$ cat src/rtl/rx_idle_pkg.sv
package rx_idle_pkg;
  // Strobes passed from the arming control to the counting datapath.
  typedef struct packed {
    logic cntEn;   // a high bit time may advance the count
    logic clrCnt;  // force the count back to zero
  } idleCtrl_t;
endpackage

$ cat src/rtl/idle_count_dp.sv
module idle_count_dp
  import rx_idle_pkg::*;
#(
  parameter int DATA_BITS = 8
) (
  input  logic      clk,
  input  logic      rstN,
  input  logic      bitStrobe,
  input  logic      bitValue,
  input  logic      longFrame,
  input  idleCtrl_t ctrl,
  output logic      reachTh
);
  localparam int SHORT_TH = DATA_BITS + 2;
  localparam int LONG_TH  = DATA_BITS + 3;
  localparam int CNT_W    = $clog2(LONG_TH + 1);

  logic [CNT_W-1:0] cnt;
  logic [CNT_W-1:0] thr;

  always_comb begin
    thr = longFrame ? CNT_W'(LONG_TH) : CNT_W'(SHORT_TH);
  end

  always_ff @(posedge clk) begin
    if (!rstN) begin
      cnt <= '0;
    end else if (ctrl.clrCnt) begin
      cnt <= '0;
    end else if (bitStrobe) begin
      if (!bitValue) begin
        cnt <= '0;
      end else if (ctrl.cntEn && (cnt < thr)) begin
        cnt <= cnt + 1'b1;
      end
    end
  end

  // The strobe that takes the count onto the threshold.
  always_comb begin
    reachTh = bitStrobe && bitValue && ctrl.cntEn && !ctrl.clrCnt
              && (cnt == thr - 1'b1);
  end

  a_r1_no_overflow: assert property (@(posedge clk) disable iff (!rstN)
    cnt <= CNT_W'(LONG_TH));

  a_r4_low_clears: assert property (@(posedge clk) disable iff (!rstN)
    (bitStrobe && !bitValue) |=> (cnt == '0));

  a_r3_gated_no_growth: assert property (@(posedge clk) disable iff (!rstN)
    (!ctrl.cntEn) |=> (cnt <= $past(cnt)));
endmodule

$ cat src/rtl/idle_arm_ctrl.sv
module idle_arm_ctrl
  import rx_idle_pkg::*;
(
  input  logic      clk,
  input  logic      rstN,
  input  logic      startPulse,
  input  logic      stopPulse,
  input  logic      idleAfterStop,
  input  logic      rearm,
  input  logic      reachTh,
  output idleCtrl_t ctrl,
  output logic      idlePulse
);
  logic inFrame;
  logic armed;
  logic fire;

  always_ff @(posedge clk) begin
    if (!rstN) begin
      inFrame <= 1'b0;
    end else if (stopPulse) begin
      inFrame <= 1'b0;
    end else if (startPulse) begin
      inFrame <= 1'b1;
    end
  end

  always_comb begin
    ctrl.cntEn  = !idleAfterStop || (!inFrame && !startPulse && !stopPulse);
    ctrl.clrCnt = idleAfterStop && stopPulse;
    fire        = armed && reachTh;
  end

  always_ff @(posedge clk) begin
    if (!rstN) begin
      armed     <= 1'b0;
      idlePulse <= 1'b0;
    end else begin
      idlePulse <= fire;
      if (rearm) begin
        armed <= 1'b1;
      end else if (fire) begin
        armed <= 1'b0;
      end
    end
  end

  a_r5_single_cycle: assert property (@(posedge clk) disable iff (!rstN)
    idlePulse |=> !idlePulse);

  a_r6_disarm_after_fire: assert property (@(posedge clk) disable iff (!rstN)
    (idlePulse && !$past(rearm)) |-> !armed);

  a_r8_needs_arm: assert property (@(posedge clk) disable iff (!rstN)
    (!armed) |=> !idlePulse);

  a_r3_frame_blocks: assert property (@(posedge clk) disable iff (!rstN)
    (idleAfterStop && inFrame && !stopPulse) |-> !reachTh);
endmodule

$ cat src/rtl/rx_idle_detect.sv
module rx_idle_detect
  import rx_idle_pkg::*;
#(
  parameter int DATA_BITS = 8
) (
  input  logic clk,
  input  logic rstN,
  input  logic bitStrobe,
  input  logic bitValue,
  input  logic startPulse,
  input  logic stopPulse,
  input  logic idleAfterStop,
  input  logic longFrame,
  input  logic rearm,
  output logic idlePulse
);
  idleCtrl_t ctrl;
  logic      reachTh;

  idle_arm_ctrl u_ctrl (
    .clk          (clk),
    .rstN         (rstN),
    .startPulse   (startPulse),
    .stopPulse    (stopPulse),
    .idleAfterStop(idleAfterStop),
    .rearm        (rearm),
    .reachTh      (reachTh),
    .ctrl         (ctrl),
    .idlePulse    (idlePulse)
  );

  idle_count_dp #(.DATA_BITS(DATA_BITS)) u_dp (
    .clk      (clk),
    .rstN     (rstN),
    .bitStrobe(bitStrobe),
    .bitValue (bitValue),
    .longFrame(longFrame),
    .ctrl     (ctrl),
    .reachTh  (reachTh)
  );
endmodule

$ cat config.mk
export PLATFORM = sky130hd
export DESIGN_NAME = rx_idle_detect
export DESIGN_NICKNAME = d
export VERILOG_FILES = /design/src/rtl/rx_idle_pkg.sv /design/src/rtl/idle_count_dp.sv /design/src/rtl/idle_arm_ctrl.sv /design/src/rtl/rx_idle_detect.sv
export SDC_FILE = /design/constraint.sdc
export NUM_CORES = 1
export LEC_CHECK = 0
export CORE_AREA = 2 2 39 41
export DETAILED_ROUTE_END_ITERATION = 10
export DIE_AREA = 0 0 41 43
export DONT_BUFFER_PORTS = 1
export PLACE_DENSITY = 0.51
export SETUP_SLACK_MARGIN = 0.02
export SLEW_MARGIN = 10
export SYNTH_ARGS = -nofsm -noshare
export SYNTH_HDL_FRONTEND = slang
export SYNTH_SLANG_ARGS = --single-unit
$ cat constraint.sdc
create_clock -name clk -period 1.7 [get_ports clk]
set_input_delay 0.17 -clock clk [delete_from_list [all_inputs] [get_ports clk]]
set_output_delay 0.17 -clock clk [all_outputs]
set_load 0.03 [all_outputs]
; ---- Word-level counts from Yosys, hierarchy flattened
; Cells that the tools add are included.
[word_totals]
register_bits = 7
latchBits = 0
mem_bits_rw = 0
rom_bits = 0
in_bits = 9
out_inout_bits = 1
wordCells = 34
memories = 0
[op_classes]
add_sub_neg = 2
multipliers = 0
div = 0
order_cmp = 1
n_eq_ne = 2
shift = 0
n_mux = 5
bitwise_logic = 1
reduce_logical = 19
[op_table]
columns = cell, count
row1 = $logic_and A1 B1 Y1, 9
row2 = $mux W4, 2
row3 = $logic_not A1 Y1, 5
row4 = $add A4 B1 Y4 const B, 1
row5 = $eq A4 B4 Y1, 1
row6 = $lt A4 B4 Y1, 1
row7 = $reduce_or A2 Y1, 2
row8 = $sub A4 B1 Y4 const B, 1
row9 = $mux W1, 3
row10 = $ne A2 B1 Y1 const B, 1
row11 = $reduce_and A2 Y1, 1
row12 = $reduce_bool A2 Y1, 1
row13 = $logic_or A1 B1 Y1, 1
row14 = $not A1 Y1, 1

; ---- Depth between registers and ports, before layout
; Gate-level depths: netlist (run 1).
[depth]
ltp_word = 10
depth_mapped = 6
depth_no_buf = 6

; ---- Cells and area by module
; Synthesis (run 1) repeated with hierarchy kept, for this count alone.
[hier_totals]
hier_cells = 44
hier_area_um2 = 405.4
[modules_own_cells]
columns = module, instances, cells_per_inst, area_each_um2, seq_area_each_um2
row1 = idle_count_dp, 1, 34, 300.3, 80.1
row2 = idle_arm_ctrl, 1, 10, 105.1, 60.1

; ---- Worst setup path before layout (run 1)
; OpenSTA, ideal clock, no wires.
[synth_timing]
kind = reg2reg
start = register u_ctrl.inFrame
end = register u_ctrl.idlePulse
setup_ps = 60
t_arrival_ps = 1183
t_required_ps = 1640
setup_slack_ps = 458
stages_incl_launch_ff = 5
path_buffers = 0
synth_period_minus_slack_ps = 1242
cell_sequence = dfxtp_1 > or3_4 > a21oi_4 > nor3b_2 > and3_1
[synth_via]
elab_chain_len = 8
[synth_lines]
columns = element, line
row1 = from (decl), idle_arm_ctrl.sv:14  ; logic inFrame;
row2 = from (signal assigned), idle_arm_ctrl.sv:20  ; inFrame <= 1'b0;
row3 = from (signal assigned), idle_arm_ctrl.sv:22  ; inFrame <= 1'b0;
row4 = from (signal assigned), idle_arm_ctrl.sv:24  ; inFrame <= 1'b1;
row5 = $logic_not A1 Y1, idle_arm_ctrl.sv:29  ; ctrl.cntEn = !idleAfterStop || (!inFrame && !startPulse && !stopPulse);
row6 = $logic_and A1 B1 Y1 (2 in a row), idle_arm_ctrl.sv:29
row7 = $logic_or A1 B1 Y1, idle_arm_ctrl.sv:29
row8 = $logic_and A1 B1 Y1 (2 in a row), idle_count_dp.sv:41  ; reachTh = bitStrobe && bitValue && ctrl.cntEn && !ctrl.clrCnt
row9 = $logic_and A1 B1 Y1, idle_count_dp.sv:42  ; && (cnt == thr - 1'b1);
row10 = $logic_and A1 B1 Y1, idle_arm_ctrl.sv:31  ; fire = armed && reachTh;
row11 = to (signal assigned), idle_arm_ctrl.sv:39  ; idlePulse <= fire;
row12 = to (decl), idle_arm_ctrl.sv:12  ; output logic idlePulse
; No other way between the ends.
; A chain may end at the register's enable or synchronous reset.

; ---- Final worst setup path (run 1)
; Ends and elaborated chain as after synthesis.

==> results of run 1 <==
cells in the final DEF (no fill, tap or decap):
cell type,count
dfxtp_1,7
nand2_1,6
clkbuf_4,3
inv_1,2
o21ai_0,2
nor2_1,2
nand3_1,2
mux2i_1,2
ha_1,2
a21boi_0,1
or3_4,1
a21oi_4,1
a41oi_1,1
o21a_1,1
nor2b_1,1
a31oi_1,1
and4b_1,1
nor3_1,1
xnor2_1,1
nand4b_1,1
nor3b_2,1
o21ai_1,1
and3_1,1
nor3b_1,1
clkbuf_1,1
dlygate4sd3_1,1
path summary, 6_finish.rpt:
path                                     start          endpoint  slack [ns]  cells after the start
worst max-delay path            u_ctrl.inFrame  u_ctrl.idlePulse        0.36                      4
worst min-delay path                     rearm      u_ctrl.armed        0.06                      2
worst max register to register  u_ctrl.inFrame  u_ctrl.idlePulse        0.36                      4
worst min register to register    u_ctrl.armed      u_ctrl.armed        0.46                      2
per-layer routing:
| metal | vias up | track usage (%) |
|---|---|---|
| met3 | 2 | 8.90 |
| met1 | 126 | 12.9 |
| met5 | - | 0 |
| li1 | 154 | - |
| met4 | 0 | 4.00 |
| met2 | 14 | 15.0 |
power breakdown:
group / internal (mW) / switching, mW
sequential: 0.169 / 0.00241
combinational: 0.0152 / 0.0147
clock: 0.0895 / 0.0602
registers in the layout, indices dropped and copies added, names as in the netlist:
register,count
u_ctrl.armed,1
u_ctrl.idlePulse,1
u_dp.cnt,4
u_ctrl.inFrame,1
area by class of cell:
type                    count  area, um^2  share of cell area (%)
clock buffers               4        26.3                    6.16
inverters                   2        7.51                    1.76
multi-input cells          31         223                    52.2
flip-flops and latches      7         140                    32.8
well taps                  16        20.0                    4.69
repair buffers              1        10.0                    2.35
through the flow:
step                      total power, mW  cells  util, %  hold WS, ns
final                               0.351     61     30.8       0.0556
after global routing                0.375     61     30.8       0.0618
after CTS                           0.360     61     30.8       0.0424
after detailed placement            0.203     56     28.2        0.253
after global placement              0.202     56     28.2        0.255
after floorplan                     0.198     40        -        0.246
cells by family after synthesis:
logic type,Yosys count
AOI/OAI and AO/OA,8
xor gates and xnor gates,1
adders and majority gates,2
buffers and inverters,2
DFF,7
muxes,2
and+or+nand+nor,18
==> results.yml, run 1 <==
critical_path:
  crit_chain: "or3_4 -> a21oi_4 -> nor3b_2 -> and3_1"
  crit_slowest_cell: "or3_4"
  cp.arrival_ns: 1.53
  crit_fanout: 5
  critPathBufInv: 0
  critPathTopFamily: "simple AND/OR/NAND/NOR gates"
  worstSetupPathType: "reg -> reg"
  critical_path.startpoint_type: "register"
  endpoint_kind: "register"
  cpPeakStageDelay_ns: 0.40
  required_ns: 1.90
floorplanning:
  fp.coreArea_mm2: 0.00138
  die_y_um: 43
  ios: 10
  die_w_um: 41
  die_area_mm2: 0.00176
  initial_core_util_pct: 26.8
  rows: 14
detailed_routing:
  wl_per_cell_um: 11.5
  ant_nets: 0
  drtIter0Drc: 2
  drt-vias-per-instance: 4.85
  highest_layer: "met4"
  vias: 296
  drt_drc_violations_left: 0
  first_pass_iters: 2
  met2_length_um: 264
  wl_um: 701
  dr_wl_met3_um: 74
  drt-met1-wl_um: 353
place:
  dpl_cell_area_um2: 390
  port_buffers: 0
  place_hpwl_um: 561
  gp_congestion: 0.715
  post-place-ws_ns: 0.359
sta:
  tightest_slew_ns: 0.492
  skew_ns: 0.00180
  drv_slew: 0
  max_slew_margin_pct: 66.9
  period_needed_ns: 1.34
  hold_viol: 0
  fmax_ghz: 0.748
  tns_ns: 0
  period_share_pct: 78.7
  layout_setup_ws_ns: 0.362
  rsz0062_at_grt: "false"
  setup_viol: 0
logic_synthesis:
  synth_xor_xnor_area_share_pct: 2.36
  syn_area_per_cell_um2: 9.26
  syn_inst: 40
  synthTopCellsByCount: "7 x dfxtp_1, 6 x nand2_1"
  syn-num-nets: 51
  synth.distinct_cells: 23
  synth_top_family_by_area: "simple AND/OR/NAND/NOR gates"
  netlist_area_um2: 370
  netlist.area_leader.share_pct: 37.8
  synth.area.top_cells: "dfxtp_1 38%, ha_1 6.8%, nand2_1 6.1%, mux2i_1 5.4%, a21oi_4 4.4%"
  synthSimpleGateAreaFrac_pct: 29.1
  synth_compound_area_share_pct: 16.6
  seq_area_frac_synth_pct: 37.8
  synthFlopType: "dfxtp_1"
  synth_area_leader_cell: "dfxtp_1"
  ys_warn_count: 0
  synthAdderAreaFrac_pct: 6.76
  synth_edf_count: 0
  synthArstFlopShare_pct: 0
  synth.mux.area_fraction_pct: 5.41
  synth_most_common_cell: "dfxtp_1"
  ys_ff_latch: 7
final_layout:
  fillers: 136
  syn2layout_area_growth_pct: 15.2
  drive_gt1_share_pct: 13.3
  final_area_um2: 427
  num_antenna_cells: 0
  final_net_count: 57
clock_network:
  cts_sinks: 7
  cts_setup_buffers: 0
  clkLatencyLatePin_ns: 0.25
  cts_buffers: 3
  clk_pin_slew_worst_paths_ns: 0.05
  cts_tree: "done"
  ctsHoldBuffers: 1
  post_cts_resize_count: 0
  h-tree-depth: 1
  clock_path_buffers: 2
  clockRootBuffer: "clkbuf_4"
outcome:
  outcome: "complete, no violations"
global_route:
  antenna_found_initial: 0
  grt_usage_pct: 11.2
  grt_pass1_wl_um: 1270
  grt_overflow_total: 0
  grt_pass1_vias: 319
  grt_max_degree: 6
power_and_ir_drop:
  vdd_drop_max_uv: 321
  p_leak_nw: 0.163
  cellPowerDensity_mw_per_mm2: 823
job:
  maxCapViolCount: 0
hold_path:
  hold_path_class: "in -> reg"
Power figures use the tool's default switching activity.
==> run 2, diff against run 1 <==
--- a/config.mk
+++ b/config.mk
@@ -9,7 +9,7 @@
 export DETAILED_ROUTE_END_ITERATION = 10
 export DIE_AREA = 0 0 41 43
 export DONT_BUFFER_PORTS = 1
-export PLACE_DENSITY = 0.51
+export PLACE_DENSITY = 0.53
 export SETUP_SLACK_MARGIN = 0.02
 export SLEW_MARGIN = 10
 export SYNTH_ARGS = -nofsm -noshare
==> constraint.sdc (replaced) <==
create_clock -name clk -period 1.2 [get_ports clk]
set_input_delay 0.12 -clock clk [delete_from_list [all_inputs] [get_ports clk]]
set_output_delay 0.12 -clock clk [all_outputs]
set_load 0.03 [all_outputs]
==> run 2 against run 1 <==
The flow now finishes with violations (negative setup slack). Clock skew grew 0.0073 ns. Critical path depth increased by 1. Sequential share of layout area down 4.5 points. Worst hold slack lost 0.042 ns. Maximum frequency is 7.3% higher. Power up 48%. First-iteration DRC count did not move. Core utilization up 5.2 points. Worst setup slack got worse by 0.41 ns. Count of clock-buffer cells in the layout stayed put. Register-to-register slack worse by 0.41 ns. Final area increased by 17%. Highest routed layer is now met3.
==> results.yml, run 2 (synthesis results as in run 1) <==
clock_network:
  clockRootBuffer: "clkbuf_4"
  cts_setup_buffers: 0
  clock_path_buffers: 2
  cts_tree: "done"
  clk_pin_slew_worst_paths_ns: 0.06
  cts_buffers: 3
  clkLatencyLatePin_ns: 0.26
  h-tree-depth: 1
  cts_sinks: 7
global_route:
  grt_overflow_total: 0
  grt_max_degree: 6
  grt_pass1_wl_um: 1190
  grt_usage_pct: 10.7
  grt_pass1_vias: 310
  antenna_found_initial: 0
critical_path:
  crit_chain: "inv_2 -> ha_4 -> nand4b_1 -> nor3b_4 -> and3_1"
  required_ns: 1.40
  crit_fanout: 2
  cpPeakStageDelay_ns: 0.32
  cp.arrival_ns: 1.45
  endpoint_kind: "register"
  critical_path.startpoint_type: "register"
  crit_slowest_cell: "dfxtp_2"
  worstSetupPathType: "reg -> reg"
final_layout:
  fillers: 154
  syn2layout_area_growth_pct: 34.8
  mostFrequentLayoutCells: "6 x nand2_1, 6 x dfxtp_1, 4 x dlygate4sd3_1"
  regArea_um2: 141
  regMostFlops: "u_dp.cnt"
  drive_gt1_share_pct: 23.5
  final_area_um2: 499
  instances_no_fill: 67
  largest_reg_flops: 4
  final_core_util_pct: 36.1
  multi_input_area_um2: 241
  final_net_count: 63
  num_antenna_cells: 0
place:
  dp_cells: 59
  place_hpwl_um: 544
  port_buffers: 0
  dpl_cell_area_um2: 414
  gp_congestion: 0.710
detailed_routing:
  vias: 316
  first_pass_iters: 4
  drt-vias-per-instance: 4.72
  drtIter0Drc: 2
  wl_per_cell_um: 11.0
  ant_nets: 0
  wl_um: 737
  drt_drc_violations_left: 0
sta:
  tightest_slew_ns: 0.281
  period_needed_ns: 1.25
  skew_ns: 0.00906
  hold_viol: 0
  tns_ns: -0.0763
  layout_setup_ws_ns: -0.0462
  drv_slew: 0
  fmax_ghz: 0.802
  rsz0062_at_grt: "true"
  period_share_pct: 104
  max_slew_margin_pct: 81.0
  setup_viol: 2
floorplanning:
  die_y_um: 43
  ios: 10
  fp.coreArea_mm2: 0.00138
  initial_core_util_pct: 26.8
  die_area_mm2: 0.00176
  rows: 14
  die_w_um: 41
outcome:
  outcome: "finished with violations"
  violations: "negative setup slack"
hold_path:
  hold_path_class: "in -> reg"
power_and_ir_drop:
  finalPower_mw: 0.521
  p_clk_share_pct: 41.7
  p_int_mw: 0.403
  vdd_drop_max_uv: 514
  p_switching_mw: 0.117
  cellPowerDensity_mw_per_mm2: 1040
  switching_share_pct: 22.5
  p_leak_nw: 0.190
  seqPwrFrac_pct: 46.5
  power_frac_comb_pct: 11.7
job:
  maxCapViolCount: 0
run 2: per-layer routing:
metal,up-vias,GRT usage (%),wire length (um)
met5,-,0,0
met4,0,2.00,0
met3,0,9.42,61
met2,7,15.3,377
met1,141,11.7,298
li1,168,-,-
run 2: what timing repair did:
item                       CTS  global route
hold endpoints to repair     2             0
hold buffers                 4             0
resized for setup            2             1
pin swaps                    3             1
setup endpoints to repair    3             6
run 2: worst paths after layout:
check	start	endpoint	slack (ns)	depth (start not counted)
min reg2reg	u_ctrl.armed	u_ctrl.armed	0.45	2
max	u_dp.cnt[0]	u_ctrl.idlePulse	-0.05	5
max reg2reg	u_dp.cnt[0]	u_ctrl.idlePulse	-0.05	5
min	rstN	u_ctrl.idlePulse	0.01	1
run 2: area by class of cell:
class                      instances  area share [%]
clock buffer                       4            5.26
inverter                           2            1.50
multi-input combinational         31            48.4
sequential                         7            28.3
tap                               16            4.01
timing repair buffer               7            12.5
run 2: metrics by stage:
step | hold WS [ns] | worst slack [ns]
6_report | 0.0138 | -0.0462
3_5_place_dp | 0.205 | -0.0361
4_1_cts | 0.00390 | -0.0295
2_1_floorplan | 0.196 | 0.0259
5_1_grt | 0.000900 | -0.113
3_3_place_gp | 0.203 | -0.0171
run 2: power by group through the flow:
stage / Sequential, mW / Clock [mW] / Combinational (mW)
global route: 0.243 / 0.244 / 0.0680
finish: 0.242 / 0.217 / 0.0611
global placement: 0.247 / 0 / 0.0459
floorplan: 0.247 / 0 / 0.0333
detailed placement: 0.247 / 0 / 0.0472
CTS: 0.242 / 0.229 / 0.0602
run 2: critical path, delay by kind of cell, from the launching register on:
| kind | cells | cell delay (ns) |
|---|---|---|
| DFF | 1 | 0.32 |
| buffers and inverters | 1 | 0.05 |
| and+or+nand+nor | 3 | 0.61 |
| adders and majority gates | 1 | 0.22 |
